`src/rtl/smem_pkg.sv`:
```
package smem_pkg;

  // Per-select timing word; packed order matches the register bit layout.
  typedef struct packed {
    logic [3:0] recov;
    logic [3:0] wr_hold;
    logic [7:0] wr_lat;
    logic [7:0] rd_lat;
    logic [3:0] wr_wait;
    logic [3:0] rd_wait;
  } tword_t;

  // Per-select mode word (low 12 bits of the configuration data).
  typedef struct packed {
    logic [3:0] rd_hold;
    logic [1:0] rsv_hi;
    logic [1:0] adv_oe;
    logic       rsv_lo;
    logic       addr_hold;
    logic       latch_mode;
    logic       enable;
  } mword_t;

  typedef enum logic [2:0] {
    ST_IDLE, ST_START, ST_RECOV, ST_LAT, ST_PRE, ST_ACC, ST_HOLD, ST_DONE
  } seq_st_e;

endpackage

```
`src/rtl/smem_cfg_regs.sv`:
```
module smem_cfg_regs
  import smem_pkg::*;
#(
  parameter int NUM_CS = 6,
  localparam int CSW = $clog2(NUM_CS)
) (
  input  logic           clk,
  input  logic           rst,
  input  logic           cfg_we,
  input  logic [CSW:0]   cfg_addr,
  input  logic [31:0]    cfg_wdata,
  output tword_t         tw [NUM_CS],
  output mword_t         mw [NUM_CS]
);

  logic unused_cfg_bits;
  assign unused_cfg_bits = ^cfg_wdata[31:12];

  for (genvar g = 0; g < NUM_CS; g++) begin : g_sel
    always_ff @(posedge clk) begin
      if (rst) begin
        tw[g] <= '0;
        mw[g] <= '0;
      end else if (cfg_we && cfg_addr[CSW-1:0] == CSW'(g)) begin
        if (cfg_addr[CSW]) mw[g] <= mword_t'(cfg_wdata[11:0]);
        else               tw[g] <= tword_t'(cfg_wdata);
      end
    end
  end

endmodule

```
`src/rtl/smem_fsm.sv`:
```
module smem_fsm
  import smem_pkg::*;
#(
  parameter int NUM_CS   = 6,
  parameter int AW       = 16,
  parameter int DW       = 16,
  parameter int PAGE_LSB = 5,
  localparam int CSW = $clog2(NUM_CS)
) (
  input  logic              clk,
  input  logic              rst,
  input  tword_t            tw [NUM_CS],
  input  mword_t            mw [NUM_CS],
  input  logic              req_valid,
  input  logic              req_write,
  input  logic [CSW-1:0]    req_cs,
  input  logic [AW-1:0]     req_addr,
  input  logic [DW-1:0]     req_wdata,
  output logic              req_ready,
  output logic [DW-1:0]     req_rdata,
  output logic [NUM_CS-1:0] mem_cs_n,
  output logic              mem_oe_n,
  output logic              mem_we_n,
  output logic              mem_adv_n,
  output logic [AW-1:0]     mem_addr,
  output logic [DW-1:0]     mem_dout,
  output logic              mem_dout_en,
  input  logic [DW-1:0]     mem_din
);

  localparam int PW = AW - PAGE_LSB;
  localparam int CW = 8;
  localparam int LW = CW + 1;
  typedef logic [LW-1:0] len_t;

  seq_st_e         st, st_nx;
  logic [CW-1:0]   cnt, cnt_nx;

  // Accepted operation
  logic            op_wr, op_ok, op_rec, op_newpg;
  logic [CSW-1:0]  op_cs;
  logic [AW-1:0]   op_addr;
  logic [DW-1:0]   op_wdata;

  // Record of the last valid transfer
  logic [CSW-1:0]  last_cs;
  logic [PW-1:0]   last_page;
  logic            page_vld, last_rd;

  logic            in_range;
  logic [CSW-1:0]  req_idx;
  assign in_range = (int'(req_cs) < NUM_CS);
  assign req_idx  = in_range ? req_cs : '0;

  tword_t ctw, ltw;
  mword_t cmw;
  assign ctw = tw[op_cs];
  assign cmw = mw[op_cs];
  assign ltw = tw[last_cs];

  logic latch_rd;
  assign latch_rd = cmw.latch_mode && !op_wr;

  len_t lat_len, pre_len, acc_len, hold_len, rec_len, ld_len, ld_m1, acc_m1;
  always_comb begin
    lat_len = '0;
    if (op_newpg) lat_len = LW'(op_wr ? ctw.wr_lat : ctw.rd_lat);
    pre_len = '0;
    if (latch_rd)
      pre_len = (cmw.rd_hold >= {2'b00, cmw.adv_oe}) ? LW'(cmw.rd_hold) : LW'(cmw.adv_oe);
    acc_len  = LW'(op_wr ? ctw.wr_wait : ctw.rd_wait) + LW'(1);
    hold_len = op_wr ? LW'(ctw.wr_hold) : '0;
    rec_len  = LW'(ltw.recov) + LW'(1);
    acc_m1   = acc_len - LW'(1);
  end

  seq_st_e after_rec, after_lat, after_acc;
  assign after_lat = (pre_len != '0) ? ST_PRE : ST_ACC;
  assign after_rec = (lat_len != '0) ? ST_LAT : after_lat;
  assign after_acc = (hold_len != '0) ? ST_HOLD : ST_DONE;

  always_comb begin
    st_nx = st;
    unique case (st)
      ST_IDLE:  if (req_valid) st_nx = ST_START;
      ST_START: st_nx = !op_ok ? ST_DONE : (op_rec ? ST_RECOV : after_rec);
      ST_RECOV: if (cnt == '0) st_nx = after_rec;
      ST_LAT:   if (cnt == '0) st_nx = after_lat;
      ST_PRE:   if (cnt == '0) st_nx = ST_ACC;
      ST_ACC:   if (cnt == '0) st_nx = after_acc;
      ST_HOLD:  if (cnt == '0) st_nx = ST_DONE;
      ST_DONE:  st_nx = ST_IDLE;
      default:  st_nx = ST_IDLE;
    endcase
    unique case (st_nx)
      ST_RECOV: ld_len = rec_len;
      ST_LAT:   ld_len = lat_len;
      ST_PRE:   ld_len = pre_len;
      ST_ACC:   ld_len = acc_len;
      ST_HOLD:  ld_len = hold_len;
      default:  ld_len = LW'(1);
    endcase
    ld_m1 = ld_len - LW'(1);
    if (st_nx != st)    cnt_nx = ld_m1[CW-1:0];
    else if (cnt != '0) cnt_nx = cnt - CW'(1);
    else                cnt_nx = '0;
  end

  // Bus decode of the present state; registered below.
  logic cs_act, adv_now;
  logic [AW-1:0] addr_nx;
  always_comb begin
    cs_act  = (st == ST_LAT) || (st == ST_PRE) || (st == ST_ACC) || (st == ST_HOLD);
    adv_now = latch_rd &&
              ((st == ST_PRE && cmw.adv_oe != 2'd0 && cnt == CW'(cmw.adv_oe) - CW'(1)) ||
               (st == ST_ACC && cmw.adv_oe == 2'd0 && cnt == acc_m1[CW-1:0]));
    if (latch_rd)
      addr_nx = (adv_now || (cmw.addr_hold && !mem_adv_n)) ? op_addr : '0;
    else
      addr_nx = cs_act ? op_addr : '0;
  end

  always_ff @(posedge clk) begin
    if (rst) begin
      st          <= ST_IDLE;
      cnt         <= '0;
      op_wr       <= 1'b0;
      op_ok       <= 1'b0;
      op_rec      <= 1'b0;
      op_newpg    <= 1'b0;
      op_cs       <= '0;
      op_addr     <= '0;
      op_wdata    <= '0;
      last_cs     <= '0;
      last_page   <= '0;
      page_vld    <= 1'b0;
      last_rd     <= 1'b0;
      req_ready   <= 1'b0;
      req_rdata   <= '0;
      mem_cs_n    <= '1;
      mem_oe_n    <= 1'b1;
      mem_we_n    <= 1'b1;
      mem_adv_n   <= 1'b1;
      mem_addr    <= '0;
      mem_dout    <= '0;
      mem_dout_en <= 1'b0;
    end else begin
      st  <= st_nx;
      cnt <= cnt_nx;
      if (st == ST_IDLE && req_valid) begin
        op_wr    <= req_write;
        op_cs    <= req_idx;
        op_addr  <= req_addr;
        op_wdata <= req_wdata;
        op_ok    <= in_range && mw[req_idx].enable;
        op_rec   <= last_rd && (req_idx != last_cs || req_write);
        op_newpg <= !page_vld || req_idx != last_cs ||
                    req_addr[AW-1:PAGE_LSB] != last_page;
      end
      if (st == ST_DONE) begin
        if (!op_ok)      req_rdata <= '0;
        else if (!op_wr) req_rdata <= mem_din;
        if (op_ok) begin
          last_cs   <= op_cs;
          last_page <= op_addr[AW-1:PAGE_LSB];
          page_vld  <= 1'b1;
          last_rd   <= !op_wr;
        end
      end
      req_ready   <= (st == ST_DONE);
      mem_cs_n    <= cs_act ? ~(NUM_CS'(1) << op_cs) : '1;
      mem_oe_n    <= !(st == ST_ACC && !op_wr);
      mem_we_n    <= !(st == ST_ACC && op_wr);
      mem_adv_n   <= !adv_now;
      mem_addr    <= addr_nx;
      mem_dout    <= op_wdata;
      mem_dout_en <= op_wr && ((st == ST_LAT) || (st == ST_ACC) || (st == ST_HOLD));
    end
  end

endmodule

```
`src/rtl/smem_seq.sv`:
```
module smem_seq
  import smem_pkg::*;
#(
  parameter int NUM_CS   = 6,
  parameter int AW       = 16,
  parameter int DW       = 16,
  parameter int PAGE_LSB = 5,
  localparam int CSW = $clog2(NUM_CS)
) (
  input  logic              clk,
  input  logic              rst,
  input  logic              cfg_we,
  input  logic [CSW:0]      cfg_addr,
  input  logic [31:0]       cfg_wdata,
  input  logic              req_valid,
  input  logic              req_write,
  input  logic [CSW-1:0]    req_cs,
  input  logic [AW-1:0]     req_addr,
  input  logic [DW-1:0]     req_wdata,
  output logic              req_ready,
  output logic [DW-1:0]     req_rdata,
  output logic [NUM_CS-1:0] mem_cs_n,
  output logic              mem_oe_n,
  output logic              mem_we_n,
  output logic              mem_adv_n,
  output logic [AW-1:0]     mem_addr,
  output logic [DW-1:0]     mem_dout,
  output logic              mem_dout_en,
  input  logic [DW-1:0]     mem_din
);

  tword_t tw [NUM_CS];
  mword_t mw [NUM_CS];

  smem_cfg_regs #(.NUM_CS(NUM_CS)) u_regs (
    .clk(clk), .rst(rst), .cfg_we(cfg_we), .cfg_addr(cfg_addr),
    .cfg_wdata(cfg_wdata), .tw(tw), .mw(mw)
  );

  smem_fsm #(.NUM_CS(NUM_CS), .AW(AW), .DW(DW), .PAGE_LSB(PAGE_LSB)) u_fsm (
    .clk(clk), .rst(rst), .tw(tw), .mw(mw),
    .req_valid(req_valid), .req_write(req_write), .req_cs(req_cs),
    .req_addr(req_addr), .req_wdata(req_wdata),
    .req_ready(req_ready), .req_rdata(req_rdata),
    .mem_cs_n(mem_cs_n), .mem_oe_n(mem_oe_n), .mem_we_n(mem_we_n),
    .mem_adv_n(mem_adv_n), .mem_addr(mem_addr), .mem_dout(mem_dout),
    .mem_dout_en(mem_dout_en), .mem_din(mem_din)
  );

endmodule

```
`config.mk`:
```
export PLATFORM = sky130hd
export DESIGN_NAME = smem_seq
export DESIGN_NICKNAME = d
export VERILOG_FILES = /design/src/rtl/smem_pkg.sv /design/src/rtl/smem_cfg_regs.sv /design/src/rtl/smem_fsm.sv /design/src/rtl/smem_seq.sv
export SDC_FILE = /design/constraint.sdc
export NUM_CORES = 1
export LEC_CHECK = 0
export BUFFER_PORTS_ARGS = -buffer_cell sky130_fd_sc_hd__buf_2
export CORE_MARGIN = 2
export CORE_UTILIZATION = 60
export DETAILED_ROUTE_END_ITERATION = 10
export PLACE_DENSITY = 0.87
export SYNTH_ARGS = -nofsm -noshare
export SYNTH_HDL_FRONTEND = slang
export SYNTH_HIERARCHICAL = 1
export SYNTH_SLANG_ARGS = --single-unit
```
`constraint.sdc`:
```
create_clock -name clk -period 5.35 [get_ports clk]
set_input_delay 0.535 -clock clk [delete_from_list [all_inputs] [get_ports clk]]
set_output_delay 0.535 -clock clk [all_outputs]
set_load 0.005 [all_outputs]
```
# Word level (Yosys, flattened, before mapping)
# Cells that the tools add are included.
# W data, S select, Z words.
[op_classes]
n_addsub = 6
n_lt_le_gt_ge = 5
eq_ne = 23
n_shift = 1
n_mux = 39
n_bitwise = 6
n_reduce_logical = 59
[ops]
columns = ["operator", "count"]
rows = [
  ["$bmux W32 S3", 2],
  ["$mux W16", 5],
  ["$bmux W12 S3", 2],
  ["$mux W32", 2],
  ["$mux W28", 2],
  ["$pmux W8 S5", 1],
  ["$mux W8", 4],
  ["$mux W3", 10],
  ["$reduce_and A2 Y1", 14],
  ["$eq A3 B3 Y1 const B", 9],
  ["$reduce_bool A9 Y1", 3],
  ["$mux W12", 2],
  ["$pmux W3 S8", 1],
  ["$sub A8 B1 Y8 const B", 3],
  ["$logic_and A1 B1 Y1", 19],
  ["$eq A3 B2 Y1 const B", 6],
  ["$eq A8 B8 Y1", 2],
  ["$mux W4", 4],
  ["$ge A4 B4 Y1 const B", 3],
  ["$not A3 Y4", 3],
  ["$ne A11 B11 Y1", 1],
  ["$add A4 B1 Y5 const B", 2],
  ["$logic_or A1 B1 Y1", 10],
  ["$logic_not A8 Y1", 1],
  ["other kinds (16)", 28],
]
[word_totals]
reg_bits = 389
input_bits = 92
out_inout_bits = 59
wordCells = 239

# Longest topological paths before layout
[logic_depth]
word_depth = 17
depth_mapped = 25
ltp_nobuf = 18

# By module
# The synthesis kept the hierarchy.
[by_module_without_submodules]
columns = ["module", "n_inst", "cells_each", "area_each_um2", "seq_area_each_um2"]
rows = [
  ["smem_cfg_regs", 1, 916, 10277.4, 5285.1],
  ["smem_fsm", 1, 879, 7763.7, 2502.4],
]

# Least setup slack after synthesis
# OpenSTA, ideal clock, no wires.
[synth_path]
path_kind = "reg2reg"
start = "register u_fsm.op_cs[0]"
end = "register u_fsm.cnt[6]"
setup_ns = 0.086
t_arrival_ns = 4.476
required_ns = 5.264
path_slack_ns = 0.788
stages_incl_launch_ff = 23
n_path_buf = 5
synth_period_minus_slack_ns = 4.562
path_cell_list = "dfxtp_1 -> buf_6 -> buf_8 -> buf_12 -> buf_12 -> mux4_2 -> a22oi_2 -> inv_1 -> ha_1 -> nand2b_1 -> a21o_1 -> or2_0 -> a32oi_2 -> o21ai_1 -> a211oi_2 -> nand4_2 -> buf_6 -> a21oi_1 -> nor2b_1 -> ha_1 -> and3_4 -> a211o_1 -> a221oi_2"
[synth_via]
elab_chain_cells = 17
elab_cells_between_ends = 37
cone_classes = "add/sub (2); order compare (1); eq/ne (6); mux (23); bitwise (1); reduce/logical (4)"
[synth_rtl]
columns = ["element", "line", "text"]
rows = [
  ["start: declaration", "smem_fsm.sv:41", "logic [CSW-1:0] op_cs;"],
  ["start signal: assignment", "smem_fsm.sv:152", "op_cs <= req_idx;"],
  ["$not A3 Y4 (implied by the code) *", "smem_fsm.sv:57, smem_fsm.sv:58", ""],
  ["$bmux W12 S3", "smem_fsm.sv:58", "assign cmw = mw[op_cs];"],
  ["$mux W12 (implied by the code) (2 in series)", "smem_fsm.sv:58", ""],
  ["$ge A4 B2 Y1", "smem_fsm.sv:70", "pre_len = (cmw.rd_hold >= {2'b00, cmw.adv_oe}) ? LW'(cmw.rd_hold) : LW'(cmw.adv_oe);"],
  ["$mux W4", "smem_fsm.sv:70", ""],
  ["$mux W4", "smem_fsm.sv:69", "if (latch_rd)"],
  ["$reduce_bool A9 Y1", "smem_fsm.sv:78", "assign after_lat = (pre_len != '0) ? ST_PRE : ST_ACC;"],
  ["$mux W1", "smem_fsm.sv:78", ""],
  ["$mux W3", "smem_fsm.sv:79", "assign after_rec = (lat_len != '0) ? ST_LAT : after_lat;"],
  ["$mux W3 (2 in series)", "smem_fsm.sv:86", "ST_START: st_nx = !op_ok ? ST_DONE : (op_rec ? ST_RECOV : after_rec);"],
  ["$pmux W3 S8", "smem_fsm.sv:84", "unique case (st)"],
  ["$eq A3 B3 Y1 / $eq A3 B2 Y1 (equally long branches)", "smem_fsm.sv:95", "unique case (st_nx)"],
  ["$pmux W8 S5", "smem_fsm.sv:95", ""],
  ["$sub A8 B1 Y8", "smem_fsm.sv:103", "ld_m1 = ld_len - LW'(1);"],
  ["$mux W8 *", "smem_fsm.sv:104", "if (st_nx != st) cnt_nx = ld_m1[CW-1:0];"],
  ["end signal: assignment", "smem_fsm.sv:149", "cnt <= cnt_nx;"],
  ["end: declaration", "smem_fsm.sv:37", "logic [CW-1:0] cnt, cnt_nx;"],
]
# Mark *: on every way between the ends. The rest lies on a longest branch, timed or not. The select of a mux whose other input is x is not followed.
# A chain may end at the register's enable or synchronous reset.

# Final worst setup path
[layout_path]
start = "register u_fsm.op_cs[1]"
end = "register u_fsm.cnt[7]"
# The elaborated chain is that of the path after synthesis.

==> results.yml <==
status:
  outcome: "finished clean"
setup_path:
  criticalPathCategory: "flip-flop to flip-flop"
  cp.arrival_ns: 5.32
  crit_path_start_kind: "flip-flop"
  crit_required_ns: 5.72
  worstSetupEndpoint: "u_fsm/cnt[7]$_SDFF_PP0_"
  rrSetupSlack_ns: 0.40
  r2r_cells: 16
  worstSetupEndpointType: "flip-flop"
  r2r-start: "u_fsm/op_cs[1]$_SDFFE_PP0P_"
  path_max_fanout: 38
  crit_path_start: "u_fsm/op_cs[1]$_SDFFE_PP0P_"
  r2r-end: "u_fsm/cnt[7]$_SDFF_PP0_"
sta:
  finalCritPeriodShare_pct: 92.6
  slew_viol_final: 0
  slew_headroom_pct: 18.3
  holdWs_ns: 0.238
  hold_viol: 0
  setup_tns_ns: 0
  worst_pin_slew_ns: 1.22
  fin_crit_ns: 4.95
  rsz0062_at_grt: "no"
  max_freq_mhz: 202
  finalClockSkew_ns: 0.0165
  setup_violations: 0
power:
  total_leakage_power_uw: 0.00848
  vdd_drop_max_uv: 265
  internal_power_uw: 5200
  seqPwrFrac_pct: 40.8
  switchingPower_uw: 2270
  p_per_area_nw_per_um2: 384
  pwr-share-clk_pct: 37.6
  swShare_pct: 30.4
  p_comb_share_pct: 21.6
clock_tree:
  clk_pin_slew_ns: 0.06
  post_cts_buffers: 0
  postCtsResizedCells: 0
  htreeDepth: 2
  clk_latency_ns: 0.54
  cts.sinks: 371
  cts_tree: "yes"
  cts_root_buffer: "clkbuf_16"
  numCtsBuffers: 39
  hold_buffers: 0
  cts_buffer_depth: 3
drt:
  drt-total-wl_um: 44700
  ant_nets: 0
  drcViolationCount: 0
  vias: 13207
  drtIter0Drc: 903
  wl_per_cell_um: 20.0
  drt-pass1-iter-count: 5
  viasPerCell: 5.90
global_routing:
  grt_overflow: 0
  antenna_found_initial: 1
  grt_first_pass_wirelength_um: 70600
  grt_max_degree: 149
  grt_pass1_vias: 13369
  grt_usage_pct: 28.9
finish:
  fin_nets: 1923
  layout_common_cells: "369 x dfxtp_1, 296 x mux2i_1, 287 x nand2b_1, 149 x buf_2, 133 x nand2_1"
  fillCellCount: 2050
  final_common_cell: "dfxtp_1"
  drive_gt1_share_pct: 17.5
  area_growth_syn_to_layout_pct: 11.9
floorplanning:
  io_pins: 151
  die-area_um2: 30400
  die_x_um: 174
  core_area_um2: 28600
  start_util_pct: 60.7
  rows: 62
  die_h_um: 174
min_path:
  whs_path_depth: 3
  min_path_type: "input port to flip-flop"
placed_design:
  place_congestion: 0.931
  portBuffers: 150
  dp_hpwl_um: 29200
synth:
  ys_warn_count: 6
  avgSynthCellArea_um2: 9.99
  syn-instance-count: 1741
  syn-cell-area_um2: 17400
  syn_nets: 1841
run:
  maxCapViolations: 0
==> metrics by stage <==
| stage | setup WS (ns) | utilization [%] | total power, µW | cells | cell area, µm² |
|---|---|---|---|---|---|
| after floorplan | 0.788 | - | 4300 | 1741 | 17400 |
| after global placement | 0.708 | 63.2 | 4640 | 2166 | 18100 |
| after detailed placement | 0.571 | 63.2 | 4670 | 2166 | 18100 |
| after CTS | 0.504 | 67.9 | 7460 | 2236 | 19400 |
| after global routing | 0.112 | 68.0 | 7770 | 2237 | 19500 |
| final | 0.397 | 68.0 | 7470 | 2237 | 19500 |
==> final cells by class <==
type                            instances  area, µm²  area share, %
Antenna cell                            1       2.50         0.0129
Clock buffer                           51       1140           5.88
Clock inverter                         19        210           1.08
Inverter                               18       67.6          0.347
Multi-Input combinational cell       1221       9170           47.1
Sequential cell                       371       7430           38.2
Tap cell                              384        480           2.47
Timing Repair Buffer                  172        950           4.88
==> sequential cells by signal, indices dropped and copies added (netlist names), 3 cells and up <==
register         cells
u_fsm/last_cs        3
u_regs/mw           54
u_fsm/mem_addr      16
u_fsm/op_cs          3
u_fsm/mem_cs_n       6
u_fsm/op_addr       16
u_fsm/op_wdata      16
u_fsm/cnt            8
u_fsm/mem_dout      16
u_fsm/last_page     11
u_regs/tw          192
u_fsm/st             3
u_fsm/req_rdata     16
==> how the worst min path moves through the flow <==
stage                                           end                           from
floorplan              u_fsm/mem_addr[0]$_SDFF_PP0_  u_fsm/op_addr[0]$_SDFFE_PP0P_
global placement       u_fsm/mem_addr[3]$_SDFF_PP0_  u_fsm/op_addr[3]$_SDFFE_PP0P_
detailed placement     u_fsm/mem_addr[3]$_SDFF_PP0_  u_fsm/op_addr[3]$_SDFFE_PP0P_
CTS                 u_fsm/op_wdata[11]$_SDFFE_PP0P_                  req_wdata[11]
global route          u_fsm/op_addr[3]$_SDFFE_PP0P_                    req_addr[3]
finish              u_fsm/op_wdata[11]$_SDFFE_PP0P_                  req_wdata[11]
==> critical path: stages (launching register included) <==
cell and delay (ns):
dfxtp_2 0.77, buf_12 0.34, mux2i_1 0.23, o22ai_1 0.11, a21oi_1 0.30, ha_1 0.32, a21o_1 0.18, or2_0 0.24
a32oi_2 0.28, o21ai_1 0.13, a211oi_2 0.24, nand4_2 0.39, a211oi_1 0.48, a32o_1 0.31, nand4_1 0.13, a31oi_1 0.25
a211oi_1 0.08
==> power by group through the flow <==
| stage | Clock (µW) | Sequential, µW | Combinational (µW) |
|---|---|---|---|
| after detailed placement | 0 | 3100 | 1570 |
| after global placement | 0 | 3100 | 1540 |
| after global routing | 2950 | 3060 | 1750 |
| after CTS | 2830 | 3040 | 1590 |
| after floorplan | 0 | 3020 | 1270 |
| final | 2810 | 3050 | 1620 |
==> per-layer routing <==
layer	vias to the layer above	share of wire, %	track usage, %
li1	6174	-	-
met1	6454	42	36.9
met2	469	48	49.1
met3	110	6.5	4.55
met4	0	3.2	11.7
met5	-	0	0
Power figures use the tool's default switching activity.
